==> src/rtl/pgwr_pkg.sv <==
package pgwr_pkg;

    typedef enum logic [1:0] {
        ST_IDLE = 2'd0,
        ST_LOAD = 2'd1,
        ST_PROG = 2'd2
    } ld_state_e;

endpackage

==> src/rtl/pgwr_strobe.sv <==
// Samples the host bus and turns the write strobe into start/end pulses.
module pgwr_strobe #(
    parameter int ADDR_W = 17
) (
    input  logic              clk,
    input  logic              rst_n,
    input  logic              ce_n,
    input  logic              we_n,
    input  logic              oe_n,
    input  logic [ADDR_W-1:0] addr,
    output logic              wr_active,
    output logic              wr_start,
    output logic              wr_end,
    output logic [ADDR_W-1:0] cap_addr
);

    typedef struct packed {
        logic              act;
        logic [ADDR_W-1:0] addr;
    } stb_t;

    stb_t stb_d, stb_q;
    logic act_now;

    always_comb begin
        act_now  = !ce_n && !we_n && oe_n;
        wr_start = act_now && !stb_q.act;
        wr_end   = !act_now && stb_q.act;
        stb_d     = stb_q;
        stb_d.act = act_now;
        if (wr_start) begin
            stb_d.addr = addr;
        end
    end

    always_ff @(posedge clk or negedge rst_n) begin
        if (!rst_n) begin
            stb_q <= '0;
        end else begin
            stb_q <= stb_d;
        end
    end

    assign wr_active = act_now;
    assign cap_addr  = stb_q.addr;

endmodule

==> src/rtl/pgwr_pagebuf.sv <==
// Page buffer with per-byte written mask; unwritten bytes read as all ones.
module pgwr_pagebuf #(
    parameter int OFS_W  = 7,
    parameter int DATA_W = 8
) (
    input  logic                          clk,
    input  logic                          rst_n,
    input  logic                          clear,
    input  logic                          wr_en,
    input  logic [OFS_W-1:0]              wr_ofs,
    input  logic [DATA_W-1:0]             wr_data,
    output logic [(1<<OFS_W)*DATA_W-1:0]  image
);

    localparam int BYTES = 1 << OFS_W;

    typedef struct packed {
        logic [BYTES-1:0]             mask;
        logic [BYTES-1:0][DATA_W-1:0] data;
    } buf_t;

    buf_t buf_d, buf_q;

    always_comb begin
        buf_d = buf_q;
        if (clear) begin
            buf_d.mask = '0;
        end
        if (wr_en) begin
            buf_d.mask[wr_ofs] = 1'b1;
            buf_d.data[wr_ofs] = wr_data;
        end
    end

    always_ff @(posedge clk or negedge rst_n) begin
        if (!rst_n) begin
            buf_q <= '0;
        end else begin
            buf_q <= buf_d;
        end
    end

    for (genvar i = 0; i < BYTES; i++) begin : g_img
        assign image[i*DATA_W +: DATA_W] = buf_q.mask[i] ? buf_q.data[i] : {DATA_W{1'b1}};
    end

endmodule

==> src/rtl/pgwr_ctrl.sv <==
// Load sequencing: page lock, inactivity timer, program handshake.
module pgwr_ctrl
    import pgwr_pkg::*;
#(
    parameter int ADDR_W  = 17,
    parameter int DATA_W  = 8,
    parameter int OFS_W   = 7,
    parameter int BLC_CYC = 50000,
    parameter int TMO_CYC = 75000
) (
    input  logic                                clk,
    input  logic                                rst_n,
    input  logic                                bus_ce_n,
    input  logic                                bus_we_n,
    input  logic                                bus_oe_n,
    input  logic [ADDR_W-1:0]                   bus_addr,
    input  logic [DATA_W-1:0]                   bus_data,
    input  logic                                prog_ack,
    output logic                                prog_req,
    output logic                                busy,
    output logic                                page_err,
    output logic [ADDR_W-OFS_W-1:0]             prog_page,
    output logic [(1<<OFS_W)*DATA_W-1:0]        prog_image
);

    localparam int PAGE_W = ADDR_W - OFS_W;
    localparam int TMR_MX = (TMO_CYC > BLC_CYC) ? TMO_CYC : BLC_CYC;
    localparam int TMR_W  = $clog2(TMR_MX + 1);

    typedef struct packed {
        ld_state_e         st;
        logic [PAGE_W-1:0] page;
        logic [TMR_W-1:0]  tmr;
        logic              ok;
        logic              err;
    } ctl_t;

    ctl_t ctl_d, ctl_q;

    logic              wr_active, wr_start, wr_end;
    logic [ADDR_W-1:0] cap_addr;
    logic              buf_clear, buf_wr, commit, page_hit;

    pgwr_strobe #(.ADDR_W(ADDR_W)) u_strobe (
        .clk       (clk),
        .rst_n     (rst_n),
        .ce_n      (bus_ce_n),
        .we_n      (bus_we_n),
        .oe_n      (bus_oe_n),
        .addr      (bus_addr),
        .wr_active (wr_active),
        .wr_start  (wr_start),
        .wr_end    (wr_end),
        .cap_addr  (cap_addr)
    );

    pgwr_pagebuf #(.OFS_W(OFS_W), .DATA_W(DATA_W)) u_buf (
        .clk     (clk),
        .rst_n   (rst_n),
        .clear   (buf_clear),
        .wr_en   (buf_wr),
        .wr_ofs  (cap_addr[OFS_W-1:0]),
        .wr_data (bus_data),
        .image   (prog_image)
    );

    always_comb begin
        ctl_d     = ctl_q;
        commit    = wr_end && ctl_q.ok;
        page_hit  = (cap_addr[ADDR_W-1:OFS_W] == ctl_q.page);
        buf_clear = 1'b0;
        buf_wr    = 1'b0;
        if (wr_start) begin
            ctl_d.ok = (ctl_q.st != ST_PROG);
        end
        case (ctl_q.st)
            ST_IDLE: begin
                if (commit) begin
                    buf_clear  = 1'b1;
                    buf_wr     = 1'b1;
                    ctl_d.page = cap_addr[ADDR_W-1:OFS_W];
                    ctl_d.tmr  = '0;
                    ctl_d.st   = ST_LOAD;
                end
            end
            ST_LOAD: begin
                if (commit && page_hit) begin
                    buf_wr    = 1'b1;
                    ctl_d.tmr = '0;
                end else begin
                    if (commit) begin
                        ctl_d.err = 1'b1;
                    end
                    if (!wr_active) begin
                        if (ctl_q.tmr == TMR_W'(TMO_CYC - 1)) begin
                            ctl_d.st = ST_PROG;
                        end else begin
                            ctl_d.tmr = ctl_q.tmr + 1'b1;
                        end
                    end
                end
            end
            ST_PROG: begin
                if (prog_ack) begin
                    ctl_d.st = ST_IDLE;
                end
            end
            default: ctl_d.st = ST_IDLE;
        endcase
    end

    always_ff @(posedge clk or negedge rst_n) begin
        if (!rst_n) begin
            ctl_q    <= '0;
            ctl_q.st <= ST_IDLE;
        end else begin
            ctl_q <= ctl_d;
        end
    end

    assign prog_req  = (ctl_q.st == ST_PROG);
    assign busy      = (ctl_q.st == ST_PROG);
    assign page_err  = ctl_q.err;
    assign prog_page = ctl_q.page;

endmodule

==> config.mk <==
export PLATFORM = sky130hd
export DESIGN_NAME = pgwr_ctrl
export DESIGN_NICKNAME = d
export VERILOG_FILES = /design/src/rtl/pgwr_pkg.sv /design/src/rtl/pgwr_strobe.sv /design/src/rtl/pgwr_pagebuf.sv /design/src/rtl/pgwr_ctrl.sv
export SDC_FILE = /design/constraint.sdc
export NUM_CORES = 2
export LEC_CHECK = 0
export BUFFER_PORTS_ARGS = -buffer_cell sky130_fd_sc_hd__buf_2
export CAP_MARGIN = 40
export CORE_AREA = 2 2 420 422
export CTS_CLUSTER_DIAMETER = 200
export CTS_CLUSTER_SIZE = 25
export DETAILED_ROUTE_END_ITERATION = 8
export DIE_AREA = 0 0 422 424
export SETUP_SLACK_MARGIN = 0.5
export SYNTH_ARGS = -nofsm -noshare
export SYNTH_HDL_FRONTEND = slang
export SYNTH_SLANG_ARGS = --single-unit
==> constraint.sdc <==
create_clock -name clk -period 2.95 [get_ports clk]
set_input_delay 0.295 -clock clk [delete_from_list [all_inputs] [get_ports clk]]
set_output_delay 0.295 -clock clk [all_outputs]
set_load 0.05 [all_outputs]
# Yosys cells after proc, flatten, opt, wreduce, memory -nomap -nowiden
# Cells that the tools add are included.
[classes] magnitude_cmp=2 reduce_logical=17 n_eq_ne=12 mux=149 n_addsub=1 bitwise=2
[op_table] operator="1152-bit two-way mux" count=1
[op_table] operator="8-bit two-way mux" count=129
[op_table] operator="1024-bit bitwise mux" count=1
[op_table] operator="128-bit two-way mux" count=1
[op_table] operator="128-bit bitwise OR" count=1
[op_table] operator="8-bit demux with 7-bit select" count=1
[op_table] operator="17-bit two-way mux" count=3
[op_table] operator="17-bit one-hot mux with 2 select lines" count=1
[op_table] operator="29-bit two-way mux" count=1
[op_table] operator="17-bit by 1-bit adder with 17-bit output, second input constant" count=1
[op_table] operator="17-bit == test, second input constant" count=1
[op_table] operator="2-bit != test, second input constant" count=6
[op_table] operator="10-bit == test" count=1
[op_table] operator="7-bit by 8-bit < comparator with 1-bit output, second input constant" count=1
[op_table] operator="2-bit two-way mux" count=4
[op_table] operator="1-bit demux with 7-bit select" count=1
[op_table] operator="7-bit by 1-bit >= comparator with 1-bit output, second input constant" count=1
[op_table] operator="1-bit logical AND" count=7
[op_table] operator="3-bit != test, second input constant" count=2
[op_table] operator="2-bit one-hot mux with 3 select lines" count=1
[op_table] operator="5-bit AND reduction" count=1
[op_table] operator="1-bit zero test" count=4
[op_table] operator="1-bit two-way mux" count=4
[op_table] operator="4-bit AND reduction" count=1
[op_table] operator="other kinds (8)" count=8
[word_totals] inputBits=31 register_bits=1201

# Depth between registers and ports, before layout
[logic_depth] depth_word=11 depth_mapped=11 mapped_depth_nobuf=7

# Hierarchy
# From an unflattened synthesis, not the netlist that was laid out.
[unflattened] cells_unflattened=3971 area_unflattened_um2=52621.7
[by_module_without_submodules] module="pgwr_pagebuf" instances=1 cells_each=3735 area_each_um2=49929.1
[by_module_without_submodules] module="pgwr_ctrl" instances=1 cells_each=180 area_each_um2=1874.3
[by_module_without_submodules] module="pgwr_strobe" instances=1 cells_each=56 area_each_um2=818.3

# Worst setup path after synthesis
# No wires, ideal clock.
[synth_timing] path_kind="input to register" from="in bus_oe_n" to="reg (tool-made name)" arrival_ns=3.133 stages=11 required_ns=2.825 setup_slack_ns=-0.308 cell_sequence="or3b_1 > inv_2 > or3_1 > buf_2 > or4_1 > buf_2 > a2111o_1 > buf_2 > buf_4 > nor2_2 > mux2_2"
[synth_rtl] element="start, declared" line="pgwr_ctrl.sv:15" text="input logic bus_oe_n,"

==> results.cfg <==
[timing]
tns_ns = 0
fmax_ghz = 0.342
setup_ws_ns = 0.0283
hold_viol = 0
fin_crit_sh_pct = 99.0
fin_skew_ns = 0.0602
min_period_ns = 2.92
setup_violations = 0
max_slew.worst_pin.slew_ns = 0.950
relSlewSlack_pct = 36.2
grt_setup_unrepaired = true
drv_slew = 0

[clock_network]
htree_num_levels = 2
clock_sinks = 1201
cts_tree = done
clk_latency_ns = 0.70
cts_root_buffer = clkbuf_16
clkTransAtPathRegs_ns = 0.10
clockBufferDepth = 3
numCtsBuffers = 54

[power_and_ir_drop]
p_leak_nw = 30.2
p_per_area_nw_per_um2 = 525
irDropWorstVdd_mv = 0.586

[routing]
vias = 35500
dr.first_iter.drc_count = 2270
routed-wl-met2_mm = 89.8
wl_per_cell_um = 23.6
drt-pass1-iter-count = 7
wl_met1_mm = 72.5
postRouteAntennaNets = 0
via_per_inst = 4.69
dr.max_layer_used = met4
post-route-drc-count = 0
wl_met3_mm = 10.3
drt-total-wl_mm = 179

[place]
gp_congestion = 0.837
place_ws_ns = -0.157
io_buffers = 1067
dp_hpwl_mm = 127
dp_cells = 7449

[setup_path]
crit_required_ns = 3.51
crit_path_end_kind = register
crit_start = ctl_q[1]$_DFFE_PN0P_
path_max_fanout = 17
cp_data_arrival_time_ns = 3.48
r2r_cells = 8
r2r_setup_slack_ns = 0.03
crit_type = reg -> reg
reg2reg_from = ctl_q[1]$_DFFE_PN0P_
cp-start-kind = register

[die]
rows = 154
die_w_um = 422
die_area_um2 = 179000
ios = 1068
initial_core_util_pct = 29.5
core-area_um2 = 175000
die_h_um = 424

[yosys]
ys_warn_count = 0
syn-num-nets = 4001
synth_compound_area_share_pct = 1.80
synth.top_cell.area_share_pct = 58.2
synth_top_family_by_area = multiplexers
syn_area_um2 = 51600
synth_edf_count = 0
synth-main-ff-cell = dfrtp_1
netlist_top_cells_area = dfrtp_1 58%, mux2_2 22%, nand2b_1 12%
ys_ff_latch = 1201
yosysUniqueCellTypes = 45
synth_adder_area_share_pct = 0.0242
avgSynthCellArea_um2 = 13.0
synthTopCellsByCount = 1,201 x dfrtp_1, 1,029 x nand2b_1, 999 x mux2_2
synth-xor-area-share_pct = 0.170
syn_inst = 3969
yosysMostFrequentCell = dfrtp_1
yosysTopAreaCell = dfrtp_1
synth-simple-area-share_pct = 15.8
synthMuxAreaShare_pct = 22.7
async_flop_share_pct = 100
synth.yosys.seq_area_share_pct = 58.2

[grt]
grt_start_max_net_pins = 104
antenna_found_initial = 2
grt_use_total_pct = 19.2
grt_pass1_wl_mm = 258
overflow = 0
first_global_vias = 37200

[flow_run]
maxCapViolCount = 0

[cells_and_area]
fin_nets = 5261
syn_to_final_growth_pct = 26.3
final_util_pct = 37.2
drive_gt1_share_pct = 49.0
fin_cells = 7573

[run_status]
status = finished clean

[hold_path]
hp-class = in -> reg
whs_path_depth = 2
min_from = bus_data[7]
[timing repair]
item,CTS,global route
gates resized for setup,13,83
hold buffers,20,0
cloned,0,10
endpoints found under the setup margin,1119,1168
hold endpoints to repair,56,0
buffers inserted,15,19
pin swaps,5,12
[metrics by stage]
stage	power, mW	instance area [µm²]	hold slack (ns)
after floorplan	22.9	52300	-0.000591
after global placement	25.6	62600	0.395
after global routing	35.6	65100	0.00876
final	34.2	65200	0.0722
after CTS	34.5	64600	0.00208
after detailed placement	25.7	62700	0.390
[worst max path at each step]
stage | slack, ns | cells after the start | to
2_1_floorplan | 0.02 | 11 | register
3_3_place_gp | -0.13 | 10 | register
3_5_place_dp | -0.16 | 10 | register
4_1_cts | 0.06 | 8 | register
5_1_grt | -0.04 | 10 | register
6_report | 0.03 | 8 | register
[cell usage in the layout, fill, tap and decap left out, types with 9 or more instances in the layout]
cell type,n
nand2_8,13
o31ai_1,10
buf_4,182
mux2_2,943
nand3_1,16
nand2_1,221
buf_12,76
nor2_2,28
clkbuf_16,59
nor3_1,10
nor2_4,24
dfrtp_1,1201
buf_6,22
dlygate4sd3_1,20
nand2b_1,1029
a21o_1,65
mux2_4,96
nand2_2,15
nor2_1,34
o21ai_0,9
buf_2,1061
[power by group]
part,switching [mW],internal [mW],leakage [nW]
Clock,5.37,3.38,0.704
Sequential,0.815,17.2,16.4
Combinational,5.49,1.98,13.1
Total,11.7,22.5,30.2
[metal layers]
metal | track usage [%] | vias to the layer above
li1 | - | 15800
met5 | 0 | -
met3 | 4.04 | 218
met2 | 33.7 | 995
met1 | 23.3 | 18600
met4 | 6.40 | 0
[final cells by class]
class                      count  area [µm²]
inverter                       4        15.0
antenna                        1        2.50
tap                         2340        2930
clock buffer                  56        1380
fill                       17200      110000
clock inverter                 3        62.6
multi-input combinational   2600       21900
timing repair buffer        1368        8790
sequential                  1201       30100
[cells by family (layout without fill, tap and decap cells)]
family / Yosys count / count (layout)
buf+inv: 169 / 1431
simple gates: 1434 / 1435
mux: 1039 / 1039
xor+xnor: 10 / 10
compound gates: 115 / 115
flops: 1201 / 1201
other cells: 0 / 1
fa+ha+maj: 1 / 1
[critical path, cell delays in order (launching register included)]
cell and delay (ns):
dfrtp_1 0.39, nand2_1 0.09, or3_4 0.37, or4_4 0.52, a2111o_2 0.49, buf_12 0.20, nor2_4 0.17, buf_4 0.17
mux2_2 0.33
Power figures use the tool's default switching activity.
